## src/rtl/hcsa_pkg.sv

```systemverilog
package hcsa_pkg;

  // Word-level carry status used by the prefix network.
  typedef struct packed {
    logic gen;
    logic prop;
  } word_gp_t;

  // Merge a more significant span (hi) with the span just below it (lo).
  function automatic word_gp_t gp_merge(word_gp_t hi, word_gp_t lo);
    word_gp_t m;
    m.gen  = hi.gen | (hi.prop & lo.gen);
    m.prop = hi.prop & lo.prop;
    return m;
  endfunction

endpackage

```

## src/rtl/hcsa_word_add.sv

```systemverilog
module hcsa_word_add #(
  parameter int W = 17
) (
  input  logic [W-1:0]            a_w,
  input  logic [W-1:0]            b_w,
  output logic [W-1:0]            s_w,
  output logic                    c_w,
  output hcsa_pkg::word_gp_t      gp_w
);
  logic [W:0] local_sum;

  // Local ripple addition with no carry in.
  always_comb begin
    local_sum = {1'b0, a_w} + {1'b0, b_w};
    s_w       = local_sum[W-1:0];
    c_w       = local_sum[W];
    gp_w.gen  = local_sum[W];
    gp_w.prop = &local_sum[W-1:0];
  end
endmodule

```

## src/rtl/hcsa_ks_prefix.sv

```systemverilog
module hcsa_ks_prefix #(
  parameter int N = 8
) (
  input  hcsa_pkg::word_gp_t [N-1:0] gp_in,
  output logic [N:0]                 carry_into
);
  import hcsa_pkg::*;

  localparam int LVLS = (N > 1) ? $clog2(N) : 0;

  word_gp_t [N-1:0] lvl [0:LVLS];

  assign lvl[0] = gp_in;

  // Kogge-Stone: at level k every word merges with the word 2^k below.
  for (genvar k = 0; k < LVLS; k++) begin : g_lvl
    localparam int DIST = 1 << k;
    for (genvar i = 0; i < N; i++) begin : g_word
      if (i >= DIST) begin : g_merge
        assign lvl[k+1][i] = gp_merge(lvl[k][i], lvl[k][i-DIST]);
      end else begin : g_pass
        assign lvl[k+1][i] = lvl[k][i];
      end
    end
  end

  // Carry into word 0 is zero; the carry into word i+1 is the group generate of words 0..i.
  assign carry_into[0] = 1'b0;
  for (genvar i = 0; i < N; i++) begin : g_out
    assign carry_into[i+1] = lvl[LVLS][i].gen;
  end
endmodule

```

## src/rtl/hcsa_word_inc.sv

```systemverilog
module hcsa_word_inc #(
  parameter int W = 17
) (
  input  logic [W-1:0] s_w,
  input  logic         cin_w,
  output logic [W-1:0] r_w
);
  // The overflow of this increment is already accounted for by the prefix network.
  assign r_w = s_w + {{(W-1){1'b0}}, cin_w};
endmodule

```

## src/rtl/hcsa_adder_top.sv

```systemverilog
module hcsa_adder_top #(
  parameter int N = 8,
  parameter int W = 17,
  localparam int NW = N * W
) (
  input  logic          clk,
  input  logic          rst,
  input  logic [NW-1:0] op_a,
  input  logic [NW-1:0] op_b,
  output logic [NW-1:0] cs_sum,
  output logic [NW:0]   cs_carry,
  output logic [NW-1:0] res_sum,
  output logic          res_cout
);
  import hcsa_pkg::*;

  logic [NW-1:0]     sum_d;
  logic [NW:0]       carry_d;
  logic [NW-1:0]     res_d;
  logic [N-1:0]      wcarry;
  word_gp_t [N-1:0]  gp;
  logic [N:0]        cin;

  for (genvar i = 0; i < N; i++) begin : g_words
    hcsa_word_add #(.W(W)) add_i (
      .a_w  (op_a[i*W +: W]),
      .b_w  (op_b[i*W +: W]),
      .s_w  (sum_d[i*W +: W]),
      .c_w  (wcarry[i]),
      .gp_w (gp[i])
    );

    // Carry-save carry vector: the word carry sits at the LSB of the next word.
    if (W > 1) begin : g_pad
      assign carry_d[i*W+1 +: W-1] = '0;
    end
    assign carry_d[(i+1)*W] = wcarry[i];

    hcsa_word_inc #(.W(W)) inc_i (
      .s_w   (sum_d[i*W +: W]),
      .cin_w (cin[i]),
      .r_w   (res_d[i*W +: W])
    );
  end
  assign carry_d[0] = 1'b0;

  hcsa_ks_prefix #(.N(N)) prefix_i (
    .gp_in      (gp),
    .carry_into (cin)
  );

  always_ff @(posedge clk) begin
    if (rst) begin
      cs_sum   <= '0;
      cs_carry <= '0;
      res_sum  <= '0;
      res_cout <= 1'b0;
    end else begin
      cs_sum   <= sum_d;
      cs_carry <= carry_d;
      res_sum  <= res_d;
      res_cout <= cin[N];
    end
  end
endmodule

```

## config.mk

```make
export PLATFORM = sky130hd
export DESIGN_NAME = hcsa_adder_top
export DESIGN_NICKNAME = d
export VERILOG_FILES = /design/src/rtl/hcsa_pkg.sv /design/src/rtl/hcsa_word_add.sv /design/src/rtl/hcsa_ks_prefix.sv /design/src/rtl/hcsa_word_inc.sv /design/src/rtl/hcsa_adder_top.sv
export SDC_FILE = /design/constraint.sdc
export NUM_CORES = 1
export LEC_CHECK = 0
export BUFFER_PORTS_ARGS = -buffer_cell sky130_fd_sc_hd__buf_2
export CAP_MARGIN = 5
export CORE_AREA = 2 2 267 269
export CTS_CLUSTER_SIZE = 28
export DETAILED_ROUTE_END_ITERATION = 10
export DIE_AREA = 0 0 269 271
export SYNTH_ARGS = -nofsm -noshare
export SYNTH_HDL_FRONTEND = slang
export SYNTH_SLANG_ARGS = --single-unit
```

## constraint.sdc

```tcl
create_clock -name clk -period 15.3 [get_ports clk]
set_clock_uncertainty 0.05 [all_clocks]
set_input_delay 0 -clock clk [delete_from_list [all_inputs] [get_ports clk]]
set_output_delay 0 -clock clk [all_outputs]
set_load 0.01 [all_outputs]
```

==> flow_summary_export.csv, run 1 <==
group,metric,value,unit
status,outcome,"finished, violations left",
status,violations,"hold timing",
clock_network,cts_tree,"done",
global_routing,grtUsageTotal,15.4,%
global_routing,grt_pass1_wl,86000,µm
layout,nets,2977,
placement,io_buffers,554,
clock_network,cts_buffers,34,
yosys,ys_ff_latch,264,
setup_path,end_kind,"flop",
placement,dpl_cell_area,19300,µm²
layout,area_delta_synth_final,35.8,%
global_routing,grt_overflow,0,
timing,setup-tns-final,0,ps
power_and_ir_drop,ir_worst_vdd,0.0704,mV
yosys,synth_edf_count,0,
timing,timing.slew.headroom,28.6,%
route,postRouteAntennaNets,0,
timing,fmax,159,MHz
floorplan,die_w,269,µm
floorplan,core_area,69800,µm²
timing,fin_crit,6300,ps
setup_path,critical_path.top_delay_family,"compound AO/OA/AOI/OAI gates",
timing,setup_viol,0,
yosys,syn_avg_cell_area,8.59,µm²
min_path,worst_hold_path_type,"in2reg",
layout,fin_area,21800,µm²
yosys,ys_seq_area_share,32.9,%
clock_network,cts_resized,0,
clock_network,cts-root-buf,"clkbuf_16",
setup_path,crit_arrival,6690,ps
layout,layout_common_cells,"buf_2 (553), nor2_1 (268), dfxtp_1 (264)",
placement,dp_hpwl,47000,µm
layout,filler_cell_count,7407,
yosys,ys_types,66,
timing,fin_ws,9000,ps
global_routing,grt_max_degree,100,
route,drc,0,
timing,grt_setup_unrepaired,"false",
placement,globalplace.congestion,0.906,
power_and_ir_drop,p_leak,10.3,nW
route,vias_per_cell,4.39,
route,vias,15407,
setup_path,cpPeakStageDelay,840,ps
clock_network,h-tree-depth,2,
setup_path,path_buf_inv,2,
route,dr.pass1.iters,5,
route,drt_iter0_markers,775,
timing,post-route-period-util,41.2,%
timing,finalMaxSlewViolations,0,
floorplan,initial_core_util,23.0,%
timing,whs,-4.68,ps
floorplan,boundaryPins,684,
setup_path,cp_cell_sequence,"dlygate4sd3_1 > buf_2 > ha_1 > fa_1 > a211oi_1 > o21a_1 > nor3_1 > nor3_1 > nor2b_1 > nand4_1 > o31ai_1 > a31oi_1 > o21a_1 > o21a_1 > o21ai_0 > ha_1 > ha_1 > nand2_1 > nor4b_1 > nand2_1 > or3_1 > a21oi_1",
clock_network,clockBufferDepth,3,
route,wl,59000,µm
clock_network,cts.sinks,264,
setup_path,worstPathRequired,15700,ps
clock_network,cts_hold_buf,145,
setup_path,cpMaxStageDelayCell,"nor4b_1",
setup_path,critPathMaxFanout,7,
placement,dp_slack,8910,ps
min_path,min-delay-start,"op_b[135]",
route,wl_per_cell,16.8,µm
timing,hold_viol_final,1,
yosys,synthFlopType,"dfxtp_1",
floorplan,fp-row-count,97,
yosys,synthCells,1869,
floorplan,fp.dieH,271,µm
layout,drive_gt1_share,24.3,%
timing,worstMarginPinSlew,1070,ps
layout,final_common_cell,"buf_2",
yosys,yosys_warnings,0,
clock_network,clk_pin_slew,60,ps
clock_network,cts_setup_buffers,0,
power_and_ir_drop,power_density,111,nW/µm²
yosys,syn_area,16100,µm²
min_path,min_delay_worst_endpoint,"cs_carry[136]",
setup_path,path_class,"in2reg",
floorplan,die_area,72900,µm²
power_and_ir_drop,power,2.41,mW
global_routing,antenna_found_initial,10,
job,drv_cap,0,
yosys,async_flop_share,0,%
setup_path,start_kind,"input pin",
min_path,whs_path_depth,4,
global_routing,grt_pass1_vias,14689,
state kept, by name (all words and copies together) (netlist names):
| name | cells |
|---|---|
| cs_sum | 136 |
| res_sum | 119 |
| cs_carry | 8 |
| res_cout | 1 |
how the worst max path moves through the flow:
stage	from	endpoint	slack [ps]	cells past startpoint
6_report	op_b[17]	res_sum[114]	9000	22
5_1_grt	op_b[17]	res_sum[114]	8210	22
4_1_cts	op_b[17]	res_sum[114]	8920	22
3_5_place_dp	op_a[17]	res_sum[114]	8910	21
3_3_place_gp	op_a[17]	res_sum[114]	8950	21
2_1_floorplan	op_a[68]	res_sum[114]	10490	19
Yosys cell counts (all sizes together), types with 9 or more instances:
library cell	number	share of area, %
xnor2	110	6.0
dfxtp	264	33
nor2b	80	3.1
or3	17	0.66
nand2	82	1.9
o21bai	21	0.98
ha	151	12
buf	148	6.9
a21o	48	2.2
nand2b	17	0.66
clkbuf	43	1.0
xor2	97	5.3
o21a	17	0.79
and3	18	0.70
a21oi	101	3.1
nor4	16	0.62
inv	29	0.68
o31ai	9	0.42
nand3	49	1.5
nor2	268	6.3
o21ai	73	2.3
a31oi	18	0.70
nand4	15	0.58
a211oi	23	1.1
nor3	46	1.4
and2	9	0.35
cells by family (layout without fill, tap and decap cells):
kind of cell               count (synthesis)  count (layout)  share of synthesized area (%)
muxes                                      2               2                          0.125
other                                      1             130                         0.0234
AOI/OAI and AO/OA                        367             367                           14.9
adders and majority gates                159             159                           12.8
xor gates and xnor gates                 207             207                           11.3
and+or+nand+nor                          649             649                           19.4
buffers and inverters                    220             791                           8.56
DFF                                      264             264                           32.9
where the power goes:
| part | internal [mW] | switching (mW) |
|---|---|---|
| Clock | 0.477 | 0.324 |
| Sequential | 0.784 | 0.0299 |
| Combinational | 0.331 | 0.465 |
per-stage QoR:
stage               utilization [%]  cells
finish                         31.3   3509
global route                   31.3   3509
CTS                            31.2   3508
detailed placement             27.6   3303
global placement               27.6   3303
floorplan                         -   1997
final cells by class:
class                      count  area (µm²)  area share (%)
inverter                      29         109           0.499
timing repair buffer         702        4260            19.5
tap                          940        1180            5.39
clock inverter                10        91.3           0.419
clock buffer                  50        1010            4.64
antenna                        1        2.50          0.0115
sequential                   264        5290            24.2
multi-input combinational   1513        9880            45.3
layer usage:
layer / part of all wire, % / GRT usage [%] / up-vias
met2: 49 / 27.3 / 594
met3: 7.2 / 3.79 / 128
met1: 40 / 17.6 / 7118
li1: - / - / 7555
met5: 0.14 / 0 / -
met4: 3.9 / 6.05 / 12
worst min-delay path: cells and delay by family:
| kind | cells | cell delay [ps] |
|---|---|---|
| fa+ha+maj | 1 | 220 |
| buf+inv | 2 | 180 |
| compound gates | 1 | 100 |
Note: power is estimated with default switching activity, not from simulation.
==> run 2: changes to the inputs <==
--- a/config.mk
+++ b/config.mk
@@ -7,10 +7,10 @@
 export LEC_CHECK = 0
 export BUFFER_PORTS_ARGS = -buffer_cell sky130_fd_sc_hd__buf_2
 export CAP_MARGIN = 5
-export CORE_AREA = 2 2 267 269
+export CORE_AREA = 2 2 269 271
 export CTS_CLUSTER_SIZE = 28
 export DETAILED_ROUTE_END_ITERATION = 10
-export DIE_AREA = 0 0 269 271
+export DIE_AREA = 0 0 271 273
 export SYNTH_ARGS = -nofsm -noshare
 export SYNTH_HDL_FRONTEND = slang
 export SYNTH_SLANG_ARGS = --single-unit
==> constraint.sdc (replaced) <==
create_clock -name clk -period 6.1 [get_ports clk]
set_clock_uncertainty 0.05 [all_clocks]
set_input_delay 0 -clock clk [delete_from_list [all_inputs] [get_ports clk]]
set_output_delay 0 -clock clk [all_outputs]
set_load 0.01 [all_outputs]
==> run 2 against run 1 <==
Effect of this change: the flow now finishes without violations; clock power rose to 2.7 times the previous value; non-clock buffer count rose by 31; wire length rose by 3.2%; die area rose by 1.5%; via count rose by 1.6%; critical path depth did not move; utilization rose by 0.12 points; cell count rose by 1.4%; sequential power rose to 2.5 times the previous value; critical endpoint is now res_sum[134].
==> flow_summary_export.csv, run 2 (same netlist as run 1, synthesis figures left out) <==
group,metric,value,unit
status,outcome,"finished clean",
timing,setup-tns-final,0,ps
floorplan,die_w,271,µm
global_routing,grt_pass1_wl,89000,µm
route,wl_per_cell,17.1,µm
floorplan,die_area,74000,µm²
timing,timing.slew.headroom,23.1,%
floorplan,fp-row-count,98,
job,drv_cap,0,
min_path,worst_hold_path_type,"in2reg",
power_and_ir_drop,p_leak,10.5,nW
timing,post-route-period-util,93.6,%
route,vias_per_cell,4.40,
setup_path,start_kind,"input pin",
timing,grt_setup_unrepaired,"false",
timing,fmax,175,MHz
power_and_ir_drop,swShare,34.1,%
placement,dp_slack,323,ps
layout,top_register,"cs_sum",
timing,fin_ws,389,ps
global_routing,grtUsageTotal,15.6,%
timing,setup_viol,0,
setup_path,crit_arrival,6040,ps
global_routing,antenna_found_initial,13,
global_routing,grt_pass1_vias,15104,
route,wirelength_met1,25900,µm
setup_path,end_kind,"flop",
floorplan,boundaryPins,684,
power_and_ir_drop,pwr-share-clk,34.9,%
layout,area_delta_synth_final,38.7,%
clock_network,clockBufferDepth,3,
timing,hold_viol_final,0,
setup_path,worstPathRequired,6430,ps
route,vias,15647,
layout,fin_util,31.4,%
setup_path,critPathMaxFanout,4,
layout,drive_gt1_share,24.6,%
layout,largest_reg_flops,136,
global_routing,grt_overflow,0,
floorplan,fp.dieH,273,µm
route,postRouteAntennaNets,0,
timing,whs,33.5,ps
route,dr_wl_met3,3690,µm
route,dr.pass1.iters,5,
clock_network,cts-root-buf,"clkbuf_16",
route,drc,0,
clock_network,clk_pin_slew,50,ps
route,highest_layer,"met5",
power_and_ir_drop,pwr-share-comb,32.7,%
clock_network,cts_tree,"done",
setup_path,path_class,"in2reg",
layout,nets,3010,
layout,largest_registers,"cs_sum (136), res_sum (119), cs_carry (8)",
route,drt_iter0_markers,917,
placement,io_buffers,554,
placement,dp_hpwl,48200,µm
power_and_ir_drop,p_sw,2.15,mW
timing,fin_crit,5710,ps
clock_network,h-tree-depth,2,
placement,globalplace.congestion,0.899,
power_and_ir_drop,seq_power_share,32.4,%
layout,final_common_cell,"buf_2",
route,wl,60900,µm
floorplan,core_area,71000,µm²
power_and_ir_drop,internal_power,4.15,mW
floorplan,initial_core_util,22.6,%
power_and_ir_drop,ir_worst_vdd,0.159,mV
clock_network,cts.sinks,264,
timing,worstMarginPinSlew,1150,ps
route,wl_met2,29200,µm
timing,finalMaxSlewViolations,0,
layout,layout_common_cells,"buf_2 (553), nor2_1 (268), dfxtp_1 (264)",
global_routing,grt_max_degree,138,
power_and_ir_drop,power_density,283,nW/µm²
clock_network,cts_buffers,36,
run 2: cell types whose count changed in the layout (fill, tap and decap cells not counted), sizes merged, moves of 3 or more:
cell         previous run  this run
diode                   1         6
clkbuf                 50        45
clkinvlp                2         5
bufinv                  1         4
buf                   557       564
dlygate4sd3           145       169
run 2: per-layer routing:
metal / GRT usage (%) / up-vias
met1: 19.1 / 7264
met5: 0 / -
li1: - / 7648
met4: 6.19 / 2
met2: 26.9 / 635
met3: 2.93 / 98
run 2: cell type report:
class | count | area, µm²
diodes | 6 | 15.0
clock buffers | 45 | 985
clock inverters | 18 | 236
fillers | 7533 | 48700
inverters | 29 | 109
multi-input cells | 1513 | 9890
flip-flops and latches | 264 | 5290
well taps | 950 | 1190
repair buffers | 733 | 4560
run 2: what timing repair did:
action / CTS / global route
buffers inserted: 0 / 0
gates resized for setup: 0 / 2
hold buffers: 169 / 0
endpoints found under the hold margin: 166 / 0
setup endpoints to repair: 0 / 1
run 2: path summary, 6_finish.rpt:
path                       from      endpoint  depth (start not counted)  slack [ps]
worst max-delay path   op_b[68]  res_sum[134]                         22         390
worst min-delay path  op_b[133]   cs_sum[133]                          4          30
run 2: through the flow:
stage	power, mW	cells	instance area (µm²)
6_report	6.30	3558	22300
5_1_grt	6.67	3558	22300
4_1_cts	6.39	3552	22200
3_5_place_dp	3.99	3320	19300
3_3_place_gp	4.00	3320	19300
2_1_floorplan	3.31	1997	16500
run 2: power by group through the flow:
stage | combinational, mW | clock (mW) | sequential [mW]
finish | 2.06 | 2.20 | 2.04
global route | 2.26 | 2.35 | 2.06
CTS | 2.06 | 2.28 | 2.04
detailed placement | 1.91 | 0 | 2.08
global placement | 1.92 | 0 | 2.08
floorplan | 1.12 | 0 | 2.19
run 2: worst max-delay path: stages:
cell,delay (ps)
dlygate4sd3_1,540
buf_2,130
ha_1,230
fa_1,440
a211o_1,380
a2111o_1,400
a31oi_1,480
o21ba_2,250
o21ai_0,110
xor2_1,260
nand4_1,220
or4_1,580
or3b_1,390
o221a_1,260
nand2_1,110
ha_1,240
nand3_1,170
nor2_1,210
and2_1,190
nor3b_1,250
xnor2_1,150
nor2_1,50
==> run 3: changes to the inputs <==
==> constraint.sdc (replaced) <==
create_clock -name clk -period 5.77 [get_ports clk]
set_clock_uncertainty 0.05 [all_clocks]
set_input_delay 0.577 -clock clk [delete_from_list [all_inputs] [get_ports clk]]
set_output_delay 0.577 -clock clk [all_outputs]
set_load 0.01 [all_outputs]
==> run 3 against run 2 <==
Effect of this change: critical path type unchanged; utilization decreased by 1.3 points; final area decreased by 4.3%; wire length down 2.9%; sequential share of layout area rose by 1.1 points; via count fell by 4.0%; clock-buffer cell count is 2 higher; clock power is 8% higher; non-clock buffer count down 75; cell count down 2.2%; global-route usage down 0.54 points.
==> flow_summary_export.csv, run 3 (same netlist as run 1, synthesis figures left out) <==
group,metric,value,unit
status,outcome,"finished clean",
timing,hold_viol_final,0,
route,vias_per_cell,4.32,
timing,fmax,187,MHz
global_routing,antenna_found_initial,13,
floorplan,core_area,71000,µm²
setup_path,path_class,"in2reg",
power_and_ir_drop,p_sw,2.21,mW
placement,dp_slack,-171,ps
power_and_ir_drop,internal_power,4.46,mW
job,drv_cap,0,
clock_network,clk_pin_slew,60,ps
route,drc,0,
power_and_ir_drop,seq_power_share,32.4,%
timing,timing.slew.headroom,28.3,%
layout,top_register,"cs_sum",
power_and_ir_drop,power,6.67,mW
route,wl_per_cell,17.0,µm
clock_network,cts.sinks,264,
global_routing,grt_pass1_wl,85100,µm
timing,grt_setup_unrepaired,"false",
layout,area_delta_synth_final,32.7,%
placement,io_buffers,554,
layout,instances_no_fill,3480,
layout,nets,2934,
global_routing,grt_overflow,0,
min_path,worst_hold_path_type,"in2reg",
floorplan,boundaryPins,684,
global_routing,grtUsageTotal,15.1,%
placement,globalplace.congestion,0.895,
layout,largest_reg_flops,136,
timing,worstMarginPinSlew,1080,ps
floorplan,die_area,74000,µm²
layout,layout_common_cells,"buf_2 (553), nor2_1 (268), dfxtp_1 (264)",
setup_path,end_kind,"flop",
timing,fin_ws,412,ps
placement,dp_hpwl,49100,µm
clock_network,cts_tree,"done",
power_and_ir_drop,power_density,313,nW/µm²
route,wl,59100,µm
placement,dpl_cell_area,20000,µm²
timing,setup_viol,0,
setup_path,crit_arrival,5690,ps
setup_path,worstPathRequired,6100,ps
layout,final_common_cell,"buf_2",
route,postRouteAntennaNets,0,
power_and_ir_drop,p_leak,10.3,nW
floorplan,fp-row-count,98,
timing,finalMaxSlewViolations,0,
global_routing,grt_pass1_vias,14430,
layout,largest_registers,"cs_sum (136), res_sum (119), cs_carry (8)",
timing,post-route-period-util,92.9,%
route,drt_iter0_markers,684,
route,vias,15025,
setup_path,start_kind,"input pin",
global_routing,grt_max_degree,139,
power_and_ir_drop,pwr-share-clk,35.6,%
clock_network,cts-root-buf,"clkbuf_16",
clock_network,cts_hold_buf,0,
route,dr.pass1.iters,5,
timing,fin_crit,5360,ps
timing,whs,337,ps
power_and_ir_drop,swShare,33.1,%
layout,fin_area,21300,µm²
floorplan,fp.dieH,273,µm
floorplan,initial_core_util,22.6,%
power_and_ir_drop,ir_worst_vdd,0.152,mV
clock_network,cts_setup_buffers,0,
power_and_ir_drop,pwr-share-comb,32.0,%
layout,drive_gt1_share,28.9,%
floorplan,die_w,271,µm
clock_network,clockBufferDepth,3,
placement,dpl.cell_count,3414,
clock_network,h-tree-depth,2,
clock_network,cts_buffers,35,
setup_path,critPathMaxFanout,3,
-- run 3: worst paths after layout --
check	start	to	slack, ps	cells after the start
max	op_a[34]	res_sum[115]	410	24
min	op_b[0]	cs_sum[0]	340	3
-- run 3: layer usage --
metal  vias up  global-route usage, %  routed length [µm]
met5         -                      0                  57
met4         8                   5.54                1840
met3        85                   3.08                3670
met2       538                   26.2               28500
met1      6913                   18.3               25100
li1       7481                      -                   -
-- run 3: cell type report --
cell class                      count  area, µm²
Antenna cell                        4       10.0
Clock buffer                       47       1000
Clock inverter                     15        246
Fill cell                        7638      49700
Inverter                           29        109
Multi-Input combinational cell   1513       9880
Sequential cell                   264       5290
Tap cell                          950       1190
Timing Repair Buffer              658       3590
-- run 3: power groups by stage --
stage	sequential [mW]	clock, mW	combinational [mW]
3_3_place_gp	2.21	0	2.14
5_1_grt	2.18	2.53	2.34
4_1_cts	2.17	2.47	2.15
2_1_floorplan	2.32	0	1.18
6_report	2.16	2.37	2.13
3_5_place_dp	2.20	0	2.14
-- run 3: metrics by stage --
stage	TNS, ps	utilization [%]
detailed placement	-671	28.2
CTS	0	30.0
floorplan	0	-
global placement	-112	28.2
finish	0	30.0
global route	0	30.0
-- run 3: what timing repair did --
| item | in CTS | in global routing |
|---|---|---|
| resized for setup | 0 | 1 |
| endpoints found under the hold margin | 0 | 0 |
| setup endpoints to repair | 0 | 2 |
-- run 3: worst max-delay path, cell delays in order --
cell	delay (ps)
buf_2	100
ha_1	220
fa_1	420
a211oi_1	320
o21bai_1	150
o41ai_1	270
buf_4	180
nor4_1	40
a211oi_1	310
nor4bb_1	410
and4_1	240
a31oi_1	180
o21a_1	360
o21a_1	260
o21ai_0	160
buf_4	140
ha_1	150
nand3_1	100
or3_1	340
nor3_1	280
nand2b_1	140
nor2_1	140
xor2_1	150
nor2_1	50
